--- src/rtl/cbr_refresh_pkg.sv ---
package cbr_refresh_pkg;
  // Strobes from the sequencing control to the timing datapath.
  typedef struct packed {
    logic latchCfg;   // capture selectors at acceptance
    logic loadHold;   // preload counter with column-hold length
    logic loadPre;    // preload counter with row-precharge length
    logic countDown;  // decrement counter this tick
  } seqCtrlT;

  typedef enum logic [2:0] {
    ST_IDLE, ST_SETUP, ST_HOLD, ST_RREL, ST_PRECH
  } seqStateT;
endpackage

--- src/rtl/cbr_refresh_timer.sv ---
module cbr_refresh_timer
  import cbr_refresh_pkg::*;
#(
  parameter int SEL_W      = 2,
  parameter int HOLD_LONG  = 5,
  parameter int HOLD_STEP  = 2,
  parameter int FAST_BONUS = 2,
  parameter int PRE_SLOW   = 5,
  parameter int PRE_FAST   = 3
) (
  input  logic             clk,
  input  logic             rst_n,
  input  seqCtrlT          ctrl,
  input  logic [SEL_W-1:0] preSel,
  input  logic [SEL_W-1:0] widthSel,
  output logic             cntZero
);
  localparam int MAX_HOLD = HOLD_LONG + FAST_BONUS;
  localparam int MAX_LEN  = (MAX_HOLD > PRE_SLOW) ? MAX_HOLD : PRE_SLOW;
  localparam int CNT_W    = $clog2(MAX_LEN + 1);
  localparam logic [SEL_W-1:0] SEL_RSVD = '1;

  logic             cfgFast;
  logic [SEL_W-1:0] cfgWidth;
  logic [SEL_W-1:0] widthEff;
  logic [CNT_W-1:0] cnt;
  logic [CNT_W-1:0] holdTicks;
  logic [CNT_W-1:0] preTicks;
  int               holdInt;

  // Reserved all-ones code folds onto the next lower code.
  always_comb begin
    widthEff = (widthSel == SEL_RSVD) ? widthSel - 1'b1 : widthSel;
  end

  always_ff @(posedge clk) begin
    if (!rst_n) begin
      cfgFast  <= 1'b0;
      cfgWidth <= '0;
    end else if (ctrl.latchCfg) begin
      cfgFast  <= (preSel != '0);
      cfgWidth <= widthEff;
    end
  end

  always_comb begin
    holdInt   = HOLD_LONG - HOLD_STEP * int'(cfgWidth) + (cfgFast ? FAST_BONUS : 0);
    holdTicks = CNT_W'(holdInt);
    preTicks  = cfgFast ? CNT_W'(PRE_FAST) : CNT_W'(PRE_SLOW);
  end

  always_ff @(posedge clk) begin
    if (!rst_n) begin
      cnt <= '0;
    end else if (ctrl.loadHold) begin
      cnt <= holdTicks - 1'b1;
    end else if (ctrl.loadPre) begin
      cnt <= preTicks - 1'b1;
    end else if (ctrl.countDown && cnt != '0) begin
      cnt <= cnt - 1'b1;
    end
  end

  assign cntZero = (cnt == '0);
endmodule

--- src/rtl/cbr_refresh_fsm.sv ---
module cbr_refresh_fsm
  import cbr_refresh_pkg::*;
(
  input  logic    clk,
  input  logic    rst_n,
  input  logic    refReq,
  input  logic    cntZero,
  output seqCtrlT ctrl,
  output logic    busy,
  output logic    done,
  output logic    rasN,
  output logic    casN
);
  seqStateT state;

  always_comb begin
    ctrl           = '0;
    ctrl.latchCfg  = (state == ST_IDLE) && refReq;
    ctrl.loadHold  = (state == ST_SETUP);
    ctrl.loadPre   = (state == ST_RREL);
    ctrl.countDown = (state == ST_HOLD) || (state == ST_PRECH);
  end

  always_ff @(posedge clk) begin
    if (!rst_n) begin
      state <= ST_IDLE;
      rasN  <= 1'b1;
      casN  <= 1'b1;
      busy  <= 1'b0;
      done  <= 1'b0;
    end else begin
      done <= 1'b0;
      unique case (state)
        ST_IDLE: if (refReq) begin
          casN  <= 1'b0;
          busy  <= 1'b1;
          state <= ST_SETUP;
        end
        ST_SETUP: begin
          rasN  <= 1'b0;
          state <= ST_HOLD;
        end
        ST_HOLD: if (cntZero) begin
          casN  <= 1'b1;
          state <= ST_RREL;
        end
        ST_RREL: begin
          rasN  <= 1'b1;
          state <= ST_PRECH;
        end
        ST_PRECH: if (cntZero) begin
          busy  <= 1'b0;
          done  <= 1'b1;
          state <= ST_IDLE;
        end
        default: state <= ST_IDLE;
      endcase
    end
  end
endmodule

--- src/rtl/cbr_refresh_seq.sv ---
module cbr_refresh_seq
  import cbr_refresh_pkg::*;
#(
  parameter int SEL_W      = 2,
  parameter int HOLD_LONG  = 5,
  parameter int HOLD_STEP  = 2,
  parameter int FAST_BONUS = 2,
  parameter int PRE_SLOW   = 5,
  parameter int PRE_FAST   = 3
) (
  input  logic             clk,
  input  logic             rst_n,
  input  logic             refReq,
  input  logic [SEL_W-1:0] preSel,
  input  logic [SEL_W-1:0] widthSel,
  output logic             busy,
  output logic             done,
  output logic             rasN,
  output logic             casN
);
  seqCtrlT ctrl;
  logic    cntZero;

  cbr_refresh_fsm ctrl_i (
    .clk(clk), .rst_n(rst_n), .refReq(refReq), .cntZero(cntZero),
    .ctrl(ctrl), .busy(busy), .done(done), .rasN(rasN), .casN(casN)
  );

  cbr_refresh_timer #(
    .SEL_W(SEL_W), .HOLD_LONG(HOLD_LONG), .HOLD_STEP(HOLD_STEP),
    .FAST_BONUS(FAST_BONUS), .PRE_SLOW(PRE_SLOW), .PRE_FAST(PRE_FAST)
  ) dp_i (
    .clk(clk), .rst_n(rst_n), .ctrl(ctrl), .preSel(preSel),
    .widthSel(widthSel), .cntZero(cntZero)
  );
endmodule

--- config.mk ---
export PLATFORM = sky130hd
export DESIGN_NAME = cbr_refresh_seq
export DESIGN_NICKNAME = d
export VERILOG_FILES = /design/src/rtl/cbr_refresh_pkg.sv /design/src/rtl/cbr_refresh_timer.sv /design/src/rtl/cbr_refresh_fsm.sv /design/src/rtl/cbr_refresh_seq.sv
export SDC_FILE = /design/constraint.sdc
export NUM_CORES = 1
export LEC_CHECK = 0
export ABC_AREA = 1
export ABC_CLOCK_PERIOD_IN_PS = 3600
export BUFFER_PORTS_ARGS = -buffer_cell sky130_fd_sc_hd__buf_4
export CAP_MARGIN = 20
export CORE_MARGIN = 5
export CORE_UTILIZATION = 45
export CTS_BUF_LIST = sky130_fd_sc_hd__clkbuf_4
export DETAILED_ROUTE_END_ITERATION = 10
export GPL_ROUTABILITY_DRIVEN = 0
export PLACE_DENSITY = 0.7
export REMOVE_ABC_BUFFERS = 1
export SYNTH_ARGS = -nofsm -noshare
export SYNTH_HDL_FRONTEND = slang
export SYNTH_SLANG_ARGS = --single-unit
--- constraint.sdc ---
create_clock -name clk -period 3.6 [get_ports clk]
set_clock_uncertainty 0.1 [all_clocks]
set_input_delay 0.18 -clock clk [delete_from_list [all_inputs] [get_ports clk]]
set_output_delay 0.18 -clock clk [all_outputs]
set_load 0.03 [all_outputs]
==> key figures, run 1 <==
Routing
  • Remaining DRCs: 0
  • DRT Wirelength: 1240 um
  • Via density: 5.161
  • Initial drt markers: 7
  • Pre-antenna DRT Iters: 4
  • Routed len/inst: 11.07 um
  • ANT nets after route: 0
  • Routed vias: 578

Worst setup path
  • CP Buf/Inv Count: 0
  • Crit path arrival time: 1.61 ns
  • CP max-delay cell: dfxtp_1
  • Crit end category: register
  • Critical Path Max Stage Delay: 0.42 ns
  • Crit path max-delay family: simple AND/OR/NAND/NOR gates
  • CP startpoint kind: register
  • CP required: 3.71 ns
  • CP Cell Sequence: nand2_1, nor2_2, nand2_2, o21ai_0, ha_1, nand3_1, nand3_1, nand2_1, a21oi_2
  • Crit Path Category: reg2reg
  • Critical-path maximum fanout: 6

Layout
  • Fin util: 56.54%
  • Fill cells: 136
  • Post-route insts no fill: 112
  • Share of cells above drive strength 1: 22.68%
  • # diodes: 0
  • Synth-to-Final Area Change: 20.25%
  • Fin nets: 107

Place
  • IO buf count: 10
  • Place WS: 2.116 ns
  • Hpwl dp: 1002 um
  • Placed instance count: 108

Clock tree
  • Clock sink total: 13
  • CTS tree: yes
  • Hold buffers post-CTS: 0
  • Htree depth: 1
  • Worst-Skew Late Latency: 0.27 ns
  • Setup Buffers After CTS: 0
  • Clock-pin slew on the worst setup and hold paths: 0.08 ns
  • Post_cts resized: 0
  • Total CTS buffers: 3
  • CTS Buffer Depth: 2
  • Root Buffer: clkbuf_4

Die
  • DIE AREA: 2197 um^2
  • Rows: 13
  • Die Span Y: 46.88 um
  • Starting density of the core: 47.02%
  • Core ar.: 1301 um^2
  • Chip Width: 46.88 um
  • I/O pins: 11

Pwr
  • VDD IR max: 0.0002339 V
  • Leak Pwr: 0.3348 nW
  • Total power per unit cell area: 500.2 nW/um^2

Timing
  • Tcrit/Tclk final: 41.63%
  • RSZ-0062 raised after global routing: no
  • Slew HR: 82.83%
  • FMAX: 667.3 MHz
  • Fin worst setup slack: 2.101 ns
  • Max-slew violations: 0
  • Minimum clock period: 1.499 ns
  • Endpoints failing hold: 0
  • Total negative setup slack: 0 ns
  • Setup Viol. Count Final: 0
  • Worst-Margin Slew: 0.2559 ns
  • WHS: 0.03158 ns

Logic synthesis
  • Cell taking the most area after synthesis: dfxtp_1
  • Synth Area per Inst: 7.372 um^2
  • Seq cells post-synth: 13
  • Most used DFF post-synth: dfxtp_1
  • Post-synth top cells: nand2_1 (18), dfxtp_1 (13), nor2_1 (12)
  • Cells after Synth: 83
  • Seq/Total Area, Yosys: 42.54%
  • Netlist cell types: 19
  • Post-synth top area share: 42.54%
  • YS warnings: 0
  • Number of synthesized flops with an enable pin: 0
  • Synth area leaders: dfxtp_1 (43%), nand2_1 (11%), nor2_1 (7.4%)
  • Top-count cell post-synth: nand2_1
  • Syn Std Cell Area: 611.8 um^2
  • Synth async-reset ratio: 0%

Job
  • # Max-Cap Violations: 0

GRT
  • Largest net degree at the start of global routing: 10
  • First-pass GRT wire length: 2228 um
  • GRT Overall Usage: 14.66%
  • Initial antenna violation count: 0
  • Vias in the first global route: 564
  • Overflow after GRT: 0

Min path
  • Path type of the worst min-delay path: in2reg

Outcome
  • Outcome: finished, final reports clean
[metrics by stage]
step	area [um^2]	total power, mW
after floorplan	611.8	0.2485
after global placement	705.7	0.2750
after detailed placement	705.7	0.2771
after CTS	735.7	0.3732
after global routing	735.7	0.3966
final	735.7	0.3680
[final timing paths]
| path | from | to | slack [ns] | cells past startpoint |
|---|---|---|---|---|
| max | ctrl_i.state[0] | dp_i.cnt[2] | 2.10 | 9 |
| min | rst_n | ctrl_i.rasN | 0.03 | 2 |
| max reg2reg | ctrl_i.state[0] | dp_i.cnt[2] | 2.10 | 9 |
| min reg2reg | ctrl_i.rasN | ctrl_i.rasN | 0.37 | 2 |
[metal layers]
| layer | vias up | GRT usage (%) | share of wire [%] |
|---|---|---|---|
| li1 | 303 | - | - |
| met1 | 257 | 17.40 | 45 |
| met2 | 16 | 23.85 | 49 |
| met3 | 2 | 2.682 | 4.8 |
| met4 | 0 | 9.945 | 1.4 |
| met5 | - | 0 | 0 |
[layout by cell type, fill, tap and decap left out, types with 2 or more instances in the layout]
| cell | synthesis | routed |
|---|---|---|
| a211oi_1 | 2 | 2 |
| a21oi_1 | 5 | 5 |
| buf_4 | 0 | 10 |
| clkbuf_4 | 0 | 4 |
| dfxtp_1 | 13 | 13 |
| ha_1 | 2 | 2 |
| inv_1 | 7 | 7 |
| inv_2 | 2 | 2 |
| nand2_1 | 18 | 18 |
| nand2_2 | 2 | 2 |
| nand3_1 | 6 | 6 |
| nand3_2 | 2 | 2 |
| nor2_1 | 12 | 12 |
| o211ai_1 | 2 | 2 |
| o21ai_0 | 4 | 4 |
[final cells by class]
class,instances,area (um^2),share of cell area (%)
multi-input cells,60,314.1,42.69
inverters,10,37.54,5.102
clock buffers,4,30.03,4.082
well taps,15,18.77,2.551
repair buffers,10,75.07,10.20
flip-flops and latches,13,260.3,35.37
[worst register-to-register path: cells and delay by family, from the launching register on]
family | cells | cell delay [ns]
DFF | 1 | 0.42
adders and majority gates | 1 | 0.19
AOI/OAI and AO/OA | 2 | 0.19
and+or+nand+nor | 6 | 0.55
[sequential cells by signal, indices dropped and copies added (netlist names)]
| name | count |
|---|---|
| ctrl_i.busy | 1 |
| ctrl_i.casN | 1 |
| ctrl_i.done | 1 |
| ctrl_i.rasN | 1 |
| ctrl_i.state | 3 |
| dp_i.cfgFast | 1 |
| dp_i.cfgWidth | 2 |
| dp_i.cnt | 3 |
[cell families (layout without fill, tap and decap cells)]
group / after synthesis / count (layout) / synth area share, %
xor gates and xnor gates: 1 / 1 / 1.432
buffers and inverters: 10 / 24 / 6.136
muxes: 1 / 1 / 1.636
and+or+nand+nor: 42 / 42 / 30.47
DFF: 13 / 13 / 42.54
adders and majority gates: 2 / 2 / 4.089
AOI/OAI and AO/OA: 14 / 14 / 13.70
[power breakdown]
part	switching (mW)	leakage, nW	internal (mW)
logic	0.0602	0.209	0.0401
clock network	0.0456	0.0184	0.0505
registers	0.0116	0.107	0.160
(Power assumes the default switching activity.)
==> run 2: changes to the inputs <==
--- a/config.mk
+++ b/config.mk
@@ -6,7 +6,7 @@
 export NUM_CORES = 1
 export LEC_CHECK = 0
 export ABC_AREA = 1
-export ABC_CLOCK_PERIOD_IN_PS = 3600
+export ABC_CLOCK_PERIOD_IN_PS = 1400
 export BUFFER_PORTS_ARGS = -buffer_cell sky130_fd_sc_hd__buf_4
 export CAP_MARGIN = 20
 export CORE_MARGIN = 5
==> constraint.sdc (replaced) <==
create_clock -name clk -period 1.4 [get_ports clk]
set_clock_uncertainty 0.1 [all_clocks]
set_input_delay 0.07 -clock clk [delete_from_list [all_inputs] [get_ports clk]]
set_output_delay 0.07 -clock clk [all_outputs]
set_load 0.03 [all_outputs]
==> run 2 against run 1 <==
Compared with the run above:
- first-iteration DRC count grew 86%
- sequential share of layout area shrank 3.5 points
- combinational power grew to 3.0 times the previous value
- register-to-register slack lost 2.1 ns
- die area is the same
- worst setup slack lost 2.1 ns
- core utilization grew 7.0 points
- sequential power grew to 2.6 times the previous value
- hold slack lost 0.0035 ns
==> key figures, run 2 (synthesis results as in run 1) <==
GRT
  • First-pass GRT wire length: 2283 um (was 2228 um)
  • Overflow after GRT: 0 (unchanged)
  • Largest net degree at the start of global routing: 10 (unchanged)
  • Initial antenna violation count: 0 (unchanged)
  • GRT Overall Usage: 15.21% (was 14.66%)
  • Vias in the first global route: 584 (was 564)

Worst setup path
  • Worst Setup SP: ctrl_i.state[0] (unchanged)
  • Critical-path maximum fanout: 3 (was 6)
  • Reg2reg start: ctrl_i.state[0] (unchanged)
  • Crit path arrival time: 1.48 ns (was 1.61 ns)
  • Worst R2R Path Depth: 8 (was 9)
  • Reg-to-Reg End: dp_i.cnt[1] (was dp_i.cnt[2])
  • CP startpoint kind: register (unchanged)
  • Crit Path Category: reg2reg (unchanged)
  • Crit end category: register (unchanged)
  • Register-to-Register Setup Slack: 0.04 ns (was 2.10 ns)
  • CP required: 1.52 ns (was 3.71 ns)

Die
  • Starting density of the core: 47.02% (unchanged)
  • Rows: 13 (unchanged)
  • DIE AREA: 2197 um^2 (unchanged)
  • I/O pins: 11 (unchanged)
  • Chip Width: 46.88 um (unchanged)
  • Core ar.: 1301 um^2 (unchanged)
  • Die Span Y: 46.88 um (unchanged)

Min path
  • Path type of the worst min-delay path: in2reg (unchanged)
  • Hold Path Origin: preSel[0] (was rst_n)
  • Hold Path Stages: 3 (was 2)
  • Hold worst-path end: dp_i.cfgFast (was ctrl_i.rasN)

Place
  • Place WS: 0.01331 ns (was 2.116 ns)
  • Placed instance count: 111 (was 108)
  • Hpwl dp: 1035 um (was 1002 um)
  • IO buf count: 10 (unchanged)
  • DP Area: 728.2 um^2 (was 705.7 um^2)

Timing
  • Slew HR: 82.07% (was 82.83%)
  • Worst-Margin Slew: 0.2673 ns (was 0.2559 ns)
  • WHS: 0.02810 ns (was 0.03158 ns)
  • Setup Viol. Count Final: 0 (unchanged)
  • Endpoints failing hold: 0 (unchanged)
  • FMAX: 737.7 MHz (was 667.3 MHz)
  • Total negative setup slack: 0 ns (unchanged)
  • Tcrit/Tclk final: 96.83% (was 41.63%)
  • Max-slew violations: 0 (unchanged)
  • RSZ-0062 raised after global routing: yes (was no)
  • Minimum clock period: 1.356 ns (was 1.499 ns)
  • Fin worst setup slack: 0.04437 ns (was 2.101 ns)

Layout
  • # diodes: 0 (unchanged)
  • Fill cells: 110 (was 136)
  • Synth-to-Final Area Change: 35.17% (was 20.25%)
  • Post-route insts no fill: 120 (was 112)
  • Fin nets: 115 (was 107)
  • Largest regs: ctrl_i.state: 3 flops, dp_i.cnt: 3 flops, dp_i.cfgWidth: 2 flops (unchanged)
  • Commonest cells after routing, fill and taps aside: nand2_1 (17), buf_4 (14), nor2_1 (11), dfxtp_1 (10), inv_1 (7) (was nand2_1 (18), dfxtp_1 (13), nor2_1 (12), buf_4 (10), inv_1 (7))
  • Final instance area: 827.0 um^2 (was 735.7 um^2)
  • Most common cell after layout, fill and taps aside: nand2_1 (unchanged)
  • Share of cells above drive strength 1: 31.43% (was 22.68%)
  • Fin util: 63.56% (was 56.54%)

Outcome
  • Outcome: finished, final reports clean (unchanged)

Clock tree
  • CTS Buffer Depth: 2 (unchanged)
  • CTS tree: yes (unchanged)
  • Total CTS buffers: 3 (unchanged)
  • Htree depth: 1 (unchanged)
  • Root Buffer: clkbuf_4 (unchanged)
  • Clock-pin slew on the worst setup and hold paths: 0.08 ns (about the same)
  • Clock sink total: 13 (unchanged)
  • Worst-Skew Late Latency: 0.28 ns (was 0.27 ns)

Routing
  • Routed vias: 619 (was 578)
  • Pre-antenna DRT Iters: 4 (unchanged)
  • Remaining DRCs: 0 (unchanged)
  • Initial drt markers: 13 (was 7)
  • ANT nets after route: 0 (unchanged)
  • Routed len/inst: 11.51 um (was 11.07 um)
  • DRT Wirelength: 1381 um (was 1240 um)
  • Via density: 5.158 (was 5.161)

Pwr
  • Leak Pwr: 0.3765 nW (was 0.3348 nW)
  • Internal Power: 0.6696 mW (was 0.2507 mW)
  • VDD IR max: 0.0007092 V (was 0.0002339 V)
  • Sw Ratio: 32.68% (was 31.88%)
  • Clk pwr share: 25.2% (was 26.1%)
  • Switching power total: 0.3251 mW (was 0.1173 mW)
  • Sequential group share of total power: 44.4% (was 46.7%)
  • Total power per unit cell area: 1203 nW/um^2 (was 500.2 nW/um^2)
  • Pwr Total: 0.9948 mW (was 0.3680 mW)
  • Comb pwr share: 30.4% (was 27.2%)

Job
  • # Max-Cap Violations: 0 (unchanged)
-- run 2: cell types whose count changed in the layout (fill, tap and decap cells not counted), sizes merged --
cell / before / now
dlygate4sd3: 0 / 4
buf: 10 / 14
-- run 2: repair_timing --
item	in CTS	in global routing
pin swaps	3	7
resized for setup	3	6
endpoints found under the hold margin	6	0
hold buffers	4	0
buffers inserted	1	0
cloned	0	0
setup endpoints to repair	2	3
-- run 2: how the worst max path moves through the flow --
| stage | endpoint | slack [ns] | cells after the start |
|---|---|---|---|
| 2_1_floorplan | dp_i.cnt[2] | 0.05 | 10 |
| 3_3_place_gp | dp_i.cnt[2] | 0.07 | 9 |
| 3_5_place_dp | dp_i.cnt[2] | 0.01 | 10 |
| 4_1_cts | dp_i.cnt[1] | -0.001 | 8 |
| 5_1_grt | dp_i.cnt[1] | -0.06 | 8 |
| 6_report | dp_i.cnt[1] | 0.04 | 8 |
-- run 2: critical path: stages, from the launching register on --
cell and delay (ns):
dfxtp_2 0.34, nand2_2 0.06, nor2_4 0.11, nand2_2 0.07
o21ai_2 0.06, ha_1 0.24, mux2i_1 0.15, nor2_1 0.07
nor2_1 0.10
-- run 2: power groups by stage --
stage	Combinational [mW]	Clock, mW	Sequential [mW]
after global routing	0.336	0.274	0.446
after floorplan	0.172	0	0.467
after CTS	0.297	0.258	0.437
after detailed placement	0.284	0	0.444
after global placement	0.275	0	0.443
final	0.303	0.250	0.442
-- run 2: final cells by class --
| cell class | count | area, um^2 | area share [%] |
|---|---|---|---|
| sequential | 13 | 264.0 | 31.92 |
| clock buffer | 4 | 30.03 | 3.631 |
| timing repair buffer | 18 | 145.1 | 17.55 |
| multi-input combinational | 60 | 331.6 | 40.09 |
| tap | 15 | 18.77 | 2.269 |
| inverter | 10 | 37.54 | 4.539 |
-- run 2: layer usage --
layer	GRT usage [%]	share of wire (%)	vias up
li1	-	-	315
met1	16.71	43	280
met2	26.83	49	19
met3	2.299	5.2	5
met4	9.945	3.0	0
met5	0	0	-
==> run 3: changes to the inputs <==
--- a/config.mk
+++ b/config.mk
@@ -14,6 +14,7 @@
 export CTS_BUF_LIST = sky130_fd_sc_hd__clkbuf_4
 export DETAILED_ROUTE_END_ITERATION = 10
 export GPL_ROUTABILITY_DRIVEN = 0
+export MAX_ROUTING_LAYER = met4
 export PLACE_DENSITY = 0.7
 export REMOVE_ABC_BUFFERS = 1
 export SYNTH_ARGS = -nofsm -noshare
==> run 3 against run 2 <==
Compared with the run above:
- worst setup slack about the same
- die area is the same
- wire length hardly changed
- design area unchanged
- critical path depth unchanged
- combinational power about the same
- final cell count unchanged
- first-iteration DRC count unchanged
- sequential share of layout area did not move
- global-route usage rose by 0.49 points
- via count is 0.16% higher
- hold slack did not move
- critical path type unchanged
- critical endpoint unchanged
- largest cell class unchanged
- highest routed layer unchanged
==> key figures, run 3 (synthesis results as in run 1) <==
Outcome
  • Outcome: finished, final reports clean (unchanged)

Die
  • I/O pins: 11 (unchanged)
  • Starting density of the core: 47.02% (unchanged)
  • Core ar.: 1301 um^2 (unchanged)
  • Chip Width: 46.88 um (unchanged)
  • DIE AREA: 2197 um^2 (unchanged)
  • Die Span Y: 46.88 um (unchanged)
  • Rows: 13 (unchanged)

Timing
  • Tcrit/Tclk final: 96.83% (about the same)
  • Max-slew violations: 0 (unchanged)
  • Setup Viol. Count Final: 0 (unchanged)
  • RSZ-0062 raised after global routing: yes (unchanged)
  • Total negative setup slack: 0 ns (unchanged)
  • Fin worst setup slack: 0.04437 ns (about the same)
  • Slew HR: 82.07% (unchanged)
  • FMAX: 737.7 MHz (unchanged)
  • Minimum clock period: 1.356 ns (about the same)
  • Endpoints failing hold: 0 (unchanged)
  • Worst-Margin Slew: 0.2673 ns (unchanged)
  • WHS: 0.02810 ns (unchanged)

Place
  • Placed instance count: 111 (unchanged)
  • IO buf count: 10 (unchanged)
  • Place WS: 0.01331 ns (unchanged)
  • DP Area: 728.2 um^2 (unchanged)
  • Hpwl dp: 1035 um (unchanged)

GRT
  • Overflow after GRT: 0 (unchanged)
  • Initial antenna violation count: 0 (unchanged)
  • Largest net degree at the start of global routing: 10 (unchanged)
  • GRT Overall Usage: 15.70% (was 15.21%)
  • First-pass GRT wire length: 2283 um (unchanged)
  • Vias in the first global route: 584 (unchanged)

Clock tree
  • Root Buffer: clkbuf_4 (unchanged)
  • Htree depth: 1 (unchanged)
  • Total CTS buffers: 3 (unchanged)
  • CTS Buffer Depth: 2 (unchanged)
  • CTS tree: yes (unchanged)
  • Clock sink total: 13 (unchanged)
  • Clock-pin slew on the worst setup and hold paths: 0.08 ns (about the same)
  • Worst-Skew Late Latency: 0.28 ns (about the same)

Routing
  • ANT nets after route: 0 (unchanged)
  • Initial drt markers: 13 (unchanged)
  • Pre-antenna DRT Iters: 4 (unchanged)
  • Routed len/inst: 11.52 um (was 11.51 um)
  • DRT Wirelength: 1382 um (was 1381 um)
  • Routed vias: 620 (was 619)
  • Via density: 5.167 (was 5.158)
  • Remaining DRCs: 0 (unchanged)

Layout
  • Post-route insts no fill: 120 (unchanged)
  • Synth-to-Final Area Change: 35.17% (unchanged)
  • Most common cell after layout, fill and taps aside: nand2_1 (unchanged)
  • Fill cells: 110 (unchanged)
  • Share of cells above drive strength 1: 31.43% (unchanged)
  • Fin util: 63.56% (unchanged)
  • Commonest cells after routing, fill and taps aside: nand2_1 (17), buf_4 (14), nor2_1 (11), dfxtp_1 (10), inv_1 (7) (unchanged)
  • Reg area: 264.0 um^2 (unchanged)
  • Multi-input combinational cell area: 331.6 um^2 (unchanged)
  • # diodes: 0 (unchanged)
  • Fin nets: 115 (unchanged)
  • Largest regs: ctrl_i.state: 3 flops, dp_i.cnt: 3 flops, dp_i.cfgWidth: 2 flops (unchanged)
  • Final instance area: 827.0 um^2 (unchanged)

Pwr
  • VDD IR max: 0.0007092 V (about the same)
  • Leak Pwr: 0.3765 nW (unchanged)
  • Pwr Total: 0.9951 mW (was 0.9948 mW)
  • Total power per unit cell area: 1203 nW/um^2 (about the same)

Worst setup path
  • Crit end category: register (unchanged)
  • Crit path arrival time: 1.48 ns (about the same)
  • CP max-delay cell: dfxtp_2 (unchanged)
  • Critical-path maximum fanout: 3 (unchanged)
  • CP Cell Sequence: nand2_2, nor2_4, nand2_2, o21ai_2, ha_1, mux2i_1, nor2_1, nor2_1 (unchanged)
  • Critical Path Max Stage Delay: 0.34 ns (about the same)
  • Crit Path Category: reg2reg (unchanged)
  • CP required: 1.52 ns (about the same)
  • CP startpoint kind: register (unchanged)

Min path
  • Path type of the worst min-delay path: in2reg (unchanged)

Job
  • # Max-Cap Violations: 0 (unchanged)
==> run 3: worst max-delay path, delay by kind of cell (launching register included) <==
| kind | cells | cell delay [ns] |
|---|---|---|
| compound gates | 1 | 0.06 |
| fa+ha+maj | 1 | 0.24 |
| mux | 1 | 0.15 |
| simple gates | 5 | 0.41 |
| flops | 1 | 0.34 |
==> run 3: per-layer routing <==
metal	part of all wire, %	vias to the layer above	GRT usage [%]
met5	0	-	-
met4	3.0	0	9.945
met3	5.2	5	2.299
met2	49	19	26.83
met1	43	281	16.71
li1	-	315	-
==> run 3: final timing paths <==
kind	from	end	slack, ns	cells past startpoint
min	preSel[0]	dp_i.cfgFast	0.03	3
max	ctrl_i.state[0]	dp_i.cnt[1]	0.04	8
max reg2reg	ctrl_i.state[0]	dp_i.cnt[1]	0.04	8
min reg2reg	ctrl_i.rasN	ctrl_i.rasN	0.36	2
==> run 3: power breakdown <==
part / internal [mW] / total [mW] / switching (mW)
combinational: 0.126 / 0.303 / 0.177
clock: 0.130 / 0.250 / 0.120
sequential: 0.413 / 0.442 / 0.0285
total: 0.670 / 0.995 / 0.325
==> run 3: cell type report <==
type | count | area share, %
multi-input cells | 60 | 40.09
flip-flops and latches | 13 | 31.92
well taps | 15 | 2.269
repair buffers | 18 | 17.55
inverters | 10 | 4.539
clock buffers | 4 | 3.631
==> run 3: what timing repair did <==
item | CTS | global route
endpoints found under the hold margin | 6 | 0
buffers inserted | 1 | 0
pin swaps | 3 | 7
hold buffers | 4 | 0
resized for setup | 3 | 6
setup endpoints to repair | 2 | 3
